`config.mk`:
```
export PLATFORM = sky130hd
export DESIGN_NAME = pattern_resync
export DESIGN_NICKNAME = d
export VERILOG_FILES = /design/src/rtl/presync_pkg.sv /design/src/rtl/presync_cfg.sv /design/src/rtl/presync_ctl.sv /design/src/rtl/presync_dp.sv /design/src/rtl/pattern_resync.sv
export SDC_FILE = /design/constraint.sdc
export NUM_CORES = 1
export LEC_CHECK = 0
export BUFFER_PORTS_ARGS = -buffer_cell sky130_fd_sc_hd__buf_2
export CORE_UTILIZATION = 49
export DETAILED_ROUTE_END_ITERATION = 12
export PLACE_DENSITY = 0.77
export SLEW_MARGIN = 20
export SYNTH_ARGS = -nofsm -noshare
export SYNTH_HDL_FRONTEND = slang
export SYNTH_SLANG_ARGS = --single-unit
```
`constraint.sdc`:
```
create_clock -name clk -period 4.5 [get_ports clk]
set_clock_uncertainty 0.05 [all_clocks]
set_input_delay 0.45 -clock clk [delete_from_list [all_inputs] [get_ports clk]]
set_output_delay 0.45 -clock clk [all_outputs]
set_load 0.03 [all_outputs]
```
`src/rtl/presync_pkg.sv`:
```
package presync_pkg;

  typedef enum logic [1:0] {
    SEL_TRACK  = 2'd0,
    SEL_STATIC = 2'd1,
    SEL_INVERT = 2'd2,
    SEL_ZERO   = 2'd3
  } selKind_e;

  typedef struct packed {
    logic load;
  } ctlStrobe_t;

  localparam int REG_DIV       = 0;
  localparam int REG_PAUSE_LEN = 1;
  localparam int REG_PAUSE_IDX = 2;
  localparam int REG_STATIC    = 3;
  localparam int REG_SEL_BASE  = 4;

endpackage

```
`src/rtl/presync_cfg.sv`:
```
module presync_cfg
  import presync_pkg::*;
#(
  parameter int TRACKS = 16,
  parameter int NOUT   = 16,
  parameter int NSTAT  = 16,
  parameter int REGW   = 16,
  parameter int IDXW   = 4,
  parameter int SELW   = 6,
  parameter int ADDRW  = 5,
  localparam int TIDXW = $clog2(TRACKS)
) (
  input  logic              clk,
  input  logic              rstN,
  input  logic              regWe,
  input  logic [ADDRW-1:0]  regAddr,
  input  logic [REGW-1:0]   regWdata,
  output logic [REGW-1:0]   divQ,
  output logic [REGW-1:0]   pauseLenQ,
  output logic [TIDXW-1:0]  pauseIdxQ,
  output logic [NSTAT-1:0]  staticQ,
  output logic [SELW-1:0]   selQ [NOUT]
);

  localparam logic [ADDRW-1:0] A_DIV   = ADDRW'(REG_DIV);
  localparam logic [ADDRW-1:0] A_PLEN  = ADDRW'(REG_PAUSE_LEN);
  localparam logic [ADDRW-1:0] A_PIDX  = ADDRW'(REG_PAUSE_IDX);
  localparam logic [ADDRW-1:0] A_STAT  = ADDRW'(REG_STATIC);

  always_ff @(posedge clk) begin
    if (!rstN) begin
      divQ      <= REGW'(1);
      pauseLenQ <= '0;
      pauseIdxQ <= TIDXW'(TRACKS - 1);
      staticQ   <= '0;
    end else if (regWe) begin
      if (regAddr == A_DIV)  divQ      <= regWdata;
      if (regAddr == A_PLEN) pauseLenQ <= regWdata;
      if (regAddr == A_PIDX) pauseIdxQ <= regWdata[TIDXW-1:0];
      if (regAddr == A_STAT) staticQ   <= regWdata[NSTAT-1:0];
    end
  end

  for (genvar j = 0; j < NOUT; j++) begin : g_sel
    localparam logic [ADDRW-1:0] A_SEL = ADDRW'(REG_SEL_BASE + j);
    localparam logic [SELW-1:0]  SEL_RST = SELW'({SEL_TRACK, IDXW'(j % TRACKS)});
    always_ff @(posedge clk) begin
      if (!rstN)                           selQ[j] <= SEL_RST;
      else if (regWe && regAddr == A_SEL)  selQ[j] <= regWdata[SELW-1:0];
    end
  end

endmodule

```
`src/rtl/presync_ctl.sv`:
```
module presync_ctl
  import presync_pkg::*;
#(
  parameter int REGW = 16,
  localparam int CW  = REGW + 1
) (
  input  logic            clk,
  input  logic            rstN,
  input  logic            pending,
  input  logic            pauseHit,
  input  logic [REGW-1:0] divQ,
  input  logic [REGW-1:0] pauseLenQ,
  output ctlStrobe_t      strobe,
  output logic            underrun
);

  logic [CW-1:0]   holdCnt;
  logic [CW-1:0]   holdTotal;
  logic [REGW-1:0] divEff;
  logic            waiting;
  logic            started;
  logic            due;

  always_comb begin
    divEff    = (divQ == '0) ? REGW'(1) : divQ;
    holdTotal = {1'b0, divEff} + (pauseHit ? {1'b0, pauseLenQ} : CW'(0));
    due       = waiting || (holdCnt == '0);
    strobe    = '0;
    strobe.load = due && pending;
  end

  always_ff @(posedge clk) begin
    if (!rstN) begin
      holdCnt  <= '0;
      waiting  <= 1'b1;
      started  <= 1'b0;
      underrun <= 1'b0;
    end else if (strobe.load) begin
      holdCnt  <= holdTotal - CW'(1);
      waiting  <= 1'b0;
      started  <= 1'b1;
      underrun <= 1'b0;
    end else if (due) begin
      waiting  <= 1'b1;
      underrun <= started;
    end else begin
      holdCnt  <= holdCnt - CW'(1);
    end
  end

endmodule

```
`src/rtl/presync_dp.sv`:
```
module presync_dp
  import presync_pkg::*;
#(
  parameter int TRACKS = 16,
  parameter int NOUT   = 16,
  parameter int NSTAT  = 16,
  parameter int IDXW   = 4,
  parameter int SELW   = 6,
  localparam int TIDXW = $clog2(TRACKS)
) (
  input  logic              clk,
  input  logic              rstN,
  input  logic              srcTgl,
  input  logic [TRACKS-1:0] srcData,
  input  ctlStrobe_t        strobe,
  input  logic [TIDXW-1:0]  pauseIdxQ,
  input  logic [NSTAT-1:0]  staticQ,
  input  logic [SELW-1:0]   selQ [NOUT],
  output logic              pending,
  output logic              pauseHit,
  output logic              srcAck,
  output logic [TRACKS-1:0] wordQ,
  output logic [NOUT-1:0]   pattOut
);

  logic            tglMeta;
  logic            tglSync;
  logic            ackQ;
  logic [NOUT-1:0] muxNext;

  function automatic logic pickBit(input logic [SELW-1:0] sel,
                                   input logic [TRACKS-1:0] word,
                                   input logic [NSTAT-1:0] stat);
    logic [IDXW-1:0] idx;
    logic r;
    idx = sel[IDXW-1:0];
    r = 1'b0;
    case (selKind_e'(sel[SELW-1 -: 2]))
      SEL_TRACK:  if (int'(idx) < TRACKS) r = word[idx];
      SEL_STATIC: if (int'(idx) < NSTAT)  r = stat[idx];
      SEL_INVERT: if (int'(idx) < TRACKS) r = ~word[idx];
      default:    r = 1'b0;
    endcase
    return r;
  endfunction

  assign pending  = tglSync ^ ackQ;
  assign pauseHit = srcData[pauseIdxQ];
  assign srcAck   = ackQ;

  always_ff @(posedge clk) begin
    if (!rstN) begin
      tglMeta <= 1'b0;
      tglSync <= 1'b0;
      ackQ    <= 1'b0;
      wordQ   <= '0;
    end else begin
      tglMeta <= srcTgl;
      tglSync <= tglMeta;
      if (strobe.load) begin
        ackQ  <= tglSync;
        wordQ <= srcData;
      end
    end
  end

  for (genvar j = 0; j < NOUT; j++) begin : g_mux
    assign muxNext[j] = pickBit(selQ[j], wordQ, staticQ);
  end

  always_ff @(posedge clk) begin
    if (!rstN) pattOut <= '0;
    else       pattOut <= muxNext;
  end

endmodule

```
`src/rtl/pattern_resync.sv`:
```
module pattern_resync
  import presync_pkg::*;
#(
  parameter int TRACKS = 16,
  parameter int NOUT   = 16,
  parameter int NSTAT  = 16,
  parameter int REGW   = 16,
  localparam int IDXW  = $clog2((TRACKS > NSTAT) ? TRACKS : NSTAT),
  localparam int SELW  = IDXW + 2,
  localparam int ADDRW = $clog2(REG_SEL_BASE + NOUT),
  localparam int TIDXW = $clog2(TRACKS)
) (
  input  logic              clk,
  input  logic              rstN,
  input  logic              srcTgl,
  input  logic [TRACKS-1:0] srcData,
  output logic              srcAck,
  input  logic              regWe,
  input  logic [ADDRW-1:0]  regAddr,
  input  logic [REGW-1:0]   regWdata,
  output logic [NOUT-1:0]   pattOut,
  output logic              underrun
);

  ctlStrobe_t        ctlStrobe;
  logic              wordPending;
  logic              pauseHit;
  logic [TRACKS-1:0] heldWord;
  logic [REGW-1:0]   divQ;
  logic [REGW-1:0]   pauseLenQ;
  logic [TIDXW-1:0]  pauseIdxQ;
  logic [NSTAT-1:0]  staticQ;
  logic [SELW-1:0]   selQ [NOUT];

  presync_cfg #(
    .TRACKS(TRACKS), .NOUT(NOUT), .NSTAT(NSTAT), .REGW(REGW),
    .IDXW(IDXW), .SELW(SELW), .ADDRW(ADDRW)
  ) u_cfg (
    .clk(clk), .rstN(rstN), .regWe(regWe), .regAddr(regAddr), .regWdata(regWdata),
    .divQ(divQ), .pauseLenQ(pauseLenQ), .pauseIdxQ(pauseIdxQ),
    .staticQ(staticQ), .selQ(selQ)
  );

  presync_ctl #(.REGW(REGW)) u_ctl (
    .clk(clk), .rstN(rstN), .pending(wordPending), .pauseHit(pauseHit),
    .divQ(divQ), .pauseLenQ(pauseLenQ), .strobe(ctlStrobe), .underrun(underrun)
  );

  presync_dp #(
    .TRACKS(TRACKS), .NOUT(NOUT), .NSTAT(NSTAT), .IDXW(IDXW), .SELW(SELW)
  ) u_dp (
    .clk(clk), .rstN(rstN), .srcTgl(srcTgl), .srcData(srcData), .strobe(ctlStrobe),
    .pauseIdxQ(pauseIdxQ), .staticQ(staticQ), .selQ(selQ),
    .pending(wordPending), .pauseHit(pauseHit), .srcAck(srcAck),
    .wordQ(heldWord), .pattOut(pattOut)
  );

endmodule

```
Word level (Yosys, flattened, before mapping)
Index checks and enable logic that the tools add are counted.
{"block": "totals", "output_inout_bits": 18, "regBits": 203, "wordCells": 250, "input_bits": 41}
{"block": "op_classes", "n_eq_ne": 52, "addsub": 3, "mux": 88, "order_cmp": 17, "bitwise_logic": 18, "n_reduce_logical": 43}
{"cell": "binary-select mux 1 bit (select 4 bit)", "n": 33}
{"cell": "< comparator 4 x 5 -> 1 bit, second input constant", "n": 17}
{"cell": "one-hot mux 1 bit (3 select lines)", "n": 16}
{"cell": "== test 5 x 4 -> 1 bit, second input constant", "n": 8}
{"cell": "2-to-1 mux 1 bit", "n": 35}
{"cell": "2-to-1 mux 17 bit", "n": 2}
{"cell": "subtractor 17 x 1 -> 17 bit, second input constant", "n": 2}
{"cell": "== test 2 x 1 -> 1 bit, second input constant", "n": 16}
{"cell": "== test 2 bit, second input constant", "n": 16}
{"cell": "zero test 2 bit", "n": 16}
{"cell": "2-to-1 mux 16 bit", "n": 2}
{"cell": "== test 5 x 3 -> 1 bit, second input constant", "n": 4}
{"cell": "== test 5 bit, second input constant", "n": 4}
{"cell": "adder 16 x 17 -> 17 bit", "n": 1}
{"cell": "logical AND 1 bit", "n": 17}
{"cell": "zero test 17 bit", "n": 1}
{"cell": "NOT 1 bit", "n": 17}
{"cell": "zero test 16 bit", "n": 1}
{"cell": "== test 5 x 2 -> 1 bit, second input constant", "n": 2}
{"cell": "AND reduction 2 bit", "n": 4}
{"cell": "== test 5 x 1 -> 1 bit, second input constant", "n": 1}
{"cell": "zero test 5 bit", "n": 1}
{"cell": "inequality test 2 bit, second input constant", "n": 1}
{"cell": "nonzero test 2 bit", "n": 1}
{"cell": "3 further kinds", "n": 3}

Longest topological paths before layout
{"block": "logic_depth", "depth_word": 6, "mapped_depth": 15, "depth_no_buf": 14}

Hierarchy
A second synthesis with hierarchy kept.
{"block": "unflattened", "cells_unflattened": 1473, "area_unflattened_um2": 14312.5}
{"module": "presync_dp", "seq_area_each_um2": 700.7, "area_each_um2": 6495.0, "cells_each": 625, "instances": 1}
{"module": "presync_cfg", "seq_area_each_um2": 2962.8, "area_each_um2": 5506.5, "cells_each": 529, "instances": 1}
{"module": "presync_ctl", "seq_area_each_um2": 400.4, "area_each_um2": 2311.0, "cells_each": 319, "instances": 1}

Worst setup path before layout
Ideal clock, no wire load.
{"block": "synth_path", "path_kind": "reg-to-reg", "from": "register u_cfg.pauseIdxQ[0]", "to": "register u_ctl.holdCnt[15]", "slack_ps": 416, "period_less_slack_ps": 4084, "t_required_ps": 4321, "arrival_ps": 3905, "n_path_buf": 2, "path_stages_with_launch": 16, "setup_ps": 129, "cell_sequence": "dfxtp_1 > clkbuf_1 > mux4_2 > mux4_2 > buf_1 > nand2_1 > ha_1 > inv_1 > ha_1 > a21o_1 > a31o_2 > a221o_1 > a31o_2 > o31ai_1 > xor2_1 > o22ai_1"}
{"block": "synth_via", "elab_chain_cells": 6}
{"item": "from (decl)", "line": "presync_cfg.sv:20", "source": "output logic [TIDXW-1:0] pauseIdxQ,"}
{"item": "from (signal assigned)", "line": "presync_cfg.sv:34", "source": "pauseIdxQ <= TIDXW'(TRACKS - 1);"}
{"item": "from (signal assigned)", "line": "presync_cfg.sv:39", "source": "if (regAddr == A_PIDX) pauseIdxQ <= regWdata[TIDXW-1:0];"}
{"item": "binary-select mux 1 bit (select 4 bit)", "line": "presync_dp.sv:48", "source": "assign pauseHit = srcData[pauseIdxQ];"}
{"item": "2-to-1 mux 1 bit (implied by the code)", "line": "presync_dp.sv:48"}
{"item": "2-to-1 mux 16 bit", "line": "presync_ctl.sv:26", "source": "holdTotal = {1'b0, divEff} + (pauseHit ? {1'b0, pauseLenQ} : CW'(0));"}
{"item": "adder 16 x 17 -> 17 bit", "line": "presync_ctl.sv:26"}
{"item": "subtractor 17 x 1 -> 17 bit", "line": "presync_ctl.sv:39", "source": "holdCnt <= holdTotal - CW'(1);"}
{"item": "2-to-1 mux 17 bit", "line": "presync_ctl.sv:38", "source": "end else if (strobe.load) begin"}
{"item": "to (signal assigned)", "line": "presync_ctl.sv:39"}
{"item": "to (signal assigned)", "line": "presync_ctl.sv:47", "source": "holdCnt <= holdCnt - CW'(1);"}
{"item": "to (decl)", "line": "presync_ctl.sv:17", "source": "logic [CW-1:0] holdCnt;"}
Every way passes these cells. The select of a mux whose other input is x is not followed.
A chain may end at the register's enable or synchronous reset.

Worst setup path after layout
Ends and elaborated chain as after synthesis.

==> reports/results.txt <==
CP max stage delay - 550 ps
Count of flip-flops with a built-in enable after synthesis - 0
Crit share post-route - 94.6%
Number of flip-flops and latches in the synthesized netlist - 203
Kind of cell adding the most delay to the critical path - compound AO/OA/AOI/OAI gates
Relative area change from synthesis to final layout - 8.29%
Final worst path period need - 4260 ps
Final hold slack - 107 ps
Via count - 10668
Overall die width - 164 µm
Number of buffer cells added on primary ports - 58
Sink count of the clock tree - 203
Num CTS Buffers - 23
Filler Cell Count - 2236
Net switching power - 1.21 mW
Count of unique library cells instantiated by Yosys - 60
Global-route wire length before repair - 57400 µm
Yosys Warn Count - 0
DRC Markers - 0
Non-filler cells, final - 1640
Async S/R FF share, synth - 0%
Die Y - 164 µm
Leak Pwr - 5.29 nW
Layout Nets - 1363
TritonRoute pass-1 iters - 7
Sequential power share - 43.9%
DRT iter0 DRCs - 1256
Sequential-to-total area share from yosys stat - 31.4%
Endpoint kind of the worst setup timing path - flip-flop
Count of instances resized after the clock tree is built - 0
Cell at the root of the clock tree - clkbuf_16
Cell with the most instances after synthesis - nand2_1
Arrival time reported for the critical path endpoint - 4550 ps
Clock transition at path regs - 60 ps
Critical path fanouts, max - 5
Worst-case register-to-register setup slack - 240 ps
Most frequently used flop master after synthesis - dfxtp_1
Cell taking the most area after synthesis - dfxtp_1
Count of hold-fix buffers inserted at cts - 0
Unrepaired setup endpoints after global routing - no
Placed cells - 1599
Area taken by multi-input logic gates - 8190 µm²
Pin count of the biggest net entering global routing - 97
Standard-cell row count - 59
Summed area of non-filler cells in the final layout - 14000 µm²
Total setup violations reported at the end of the flow - 0
Worst setup path category - reg2reg
Cell types occupying the most area after synthesis - dfxtp_1, mux4_2, mux2i_1
Outcome - completed
Gate count of the mapped netlist - 1321
Post-CTS Setup Inserts - 0
Power per unit of standard cell area - 320 nW/µm²
Combinational group share of total power - 12.8%
Worst slack at placement - 268 ps
Nets in the synthesized netlist - 1395
Antenna violations before repair - 0
DRT Wirelength - 36300 µm
Relative slew margins - 32.3%
Worst endpoint required time - 4800 ps
Avg WL per Cell - 22.1 µm
Share of post-route cells with drive strength above 1 - 20.9%
Class of the most critical hold timing path - in2reg
Die Footprint - 27000 µm²
Area share of the largest cell type after synthesis - 31.4%
Peak supply drop - 0.333 mV
Relative contribution of the clock network to total power - 43.4%
Fraction of power spent switching nets - 27.1%
Antenna-violating nets left - 0
F_max - 235 MHz
GP Congestion - 0.905
Buffer depth of the longest clock path - 3
Cell Area, Synth - 12900 µm²
Clock network latency to the later pin of the worst-skew pair - 520 ps
Most common library cells after synthesis - nand2_1, dfxtp_1, mux4_2
Vias in the first global route - 10556
Average vias per placed instance - 6.50
Cell area reported after detailed placement - 13200 µm²
Number of endpoints with negative hold slack in the final report - 0
Critical Path Start Type - flip-flop
Initial Utilization - 49.7%
Total grt overflow - 0
Worst slew pin tran - 1020 ps
HPWL after DPL - 22300 µm
Number of top-level pins - 59
Series of cell instances along the critical path - mux4_2 > mux4_2 > nand2_1 > ha_1 > inv_1 > ha_1 > fa_1 > nand3_1 > a32oi_1 > a221o_1 > a31o_2 > o31ai_1 > xor2_1 > o22ai_1
Total count of max-transition violations in the final report - 0
H-tree Lvls - 1
Flip-flop and latch area - 4060 µm²
Buffers plus inverters on the worst setup path - 1
Max capacitance violation total - 0
Cell at the slowest stage of the critical path - mux4_2
Std-Cell Core Area - 26000 µm²
Total Negative Setup Slacks - 0 ps
TritonCTS clock tree - done
Avg Synthesized Cell Area - 9.78 µm²
Final critical-path setup slack - 245 ps
Aggregate global-route resource usage - 27.6%
Internal power - 3.26 mW
Diodes inserted - 0
[metrics by stage]
step                power, mW  util [%]
finish                   4.47      53.9
global route             4.62      53.9
CTS                      4.48      53.8
detailed placement       2.56      50.8
global placement         2.54      50.8
floorplan                2.39         -
[sequential cells by signal (all words and copies together) (netlist names), 4 cells and up]
name,flops
u_dp.wordQ,16
u_cfg.pauseIdxQ,4
u_cfg.pauseLenQ,16
u_dp.pattOut,16
u_cfg.selQ,96
u_cfg.divQ,16
u_ctl.holdCnt,17
u_cfg.staticQ,16
[placed cells by master (no fill, tap or decap), types with 13 or more instances in the layout]
cell type  count
mux4_2       157
nand2_1      223
mux2i_1      112
ha_1          32
buf_2         58
dfxtp_1      203
nor3_1        13
nand3_1       23
a21oi_1      106
inv_1         54
o21ai_0       23
nor2_1       128
clkbuf_16     23
nor2b_1       16
[routing by layer]
layer  vias to the layer above  track usage [%]  share of wire, %
met5                         -                0                 0
met4                         0             14.3               5.8
met3                       195             5.88                11
met2                       682             44.3                46
met1                      5083             35.2                37
li1                       4708                -                 -
[power by group through the flow]
stage,Combinational [mW],Sequential (mW),Clock [mW]
floorplan,0.449,1.94,0
global placement,0.551,1.99,0
detailed placement,0.563,1.99,0
CTS,0.566,1.95,1.96
global route,0.622,1.97,2.03
finish,0.572,1.96,1.94
[final timing paths]
path | startpoint | to | cells after the start
worst max-delay path | u_cfg.pauseIdxQ[0]$_SDFFE_PN1P_ | u_ctl.holdCnt[15]$_SDFFE_PN0P_ | 14
worst min-delay path | srcTgl | u_dp.tglMeta$_SDFF_PN0_ | 2
worst max register to register | u_cfg.pauseIdxQ[0]$_SDFFE_PN1P_ | u_ctl.holdCnt[15]$_SDFFE_PN0P_ | 14
worst min register to register | u_dp.tglMeta$_SDFF_PN0_ | u_dp.tglSync$_SDFF_PN0_ | 1
[kinds of logic (layout without fill, tap and decap cells)]
| family | count (synthesis) | after routing | share of synthesized area, % |
|---|---|---|---|
| buffers and inverters | 176 | 160 | 5.25 |
| DFF | 203 | 203 | 31.4 |
| AOI/OAI and AO/OA | 179 | 179 | 8.12 |
| muxes | 269 | 269 | 36.0 |
| and+or+nand+nor | 444 | 444 | 14.7 |
| adders and majority gates | 33 | 33 | 3.25 |
| xor gates and xnor gates | 17 | 17 | 1.15 |
[final cells by class]
type	instances	area share, %
multi-input combinational	942	58.5
inverter	55	1.49
clock buffer	30	4.52
sequential	203	29.0
clock inverter	11	1.02
timing repair buffer	64	2.40
tap	335	3.00
No activity file was read; power rests on OpenSTA's default activity.
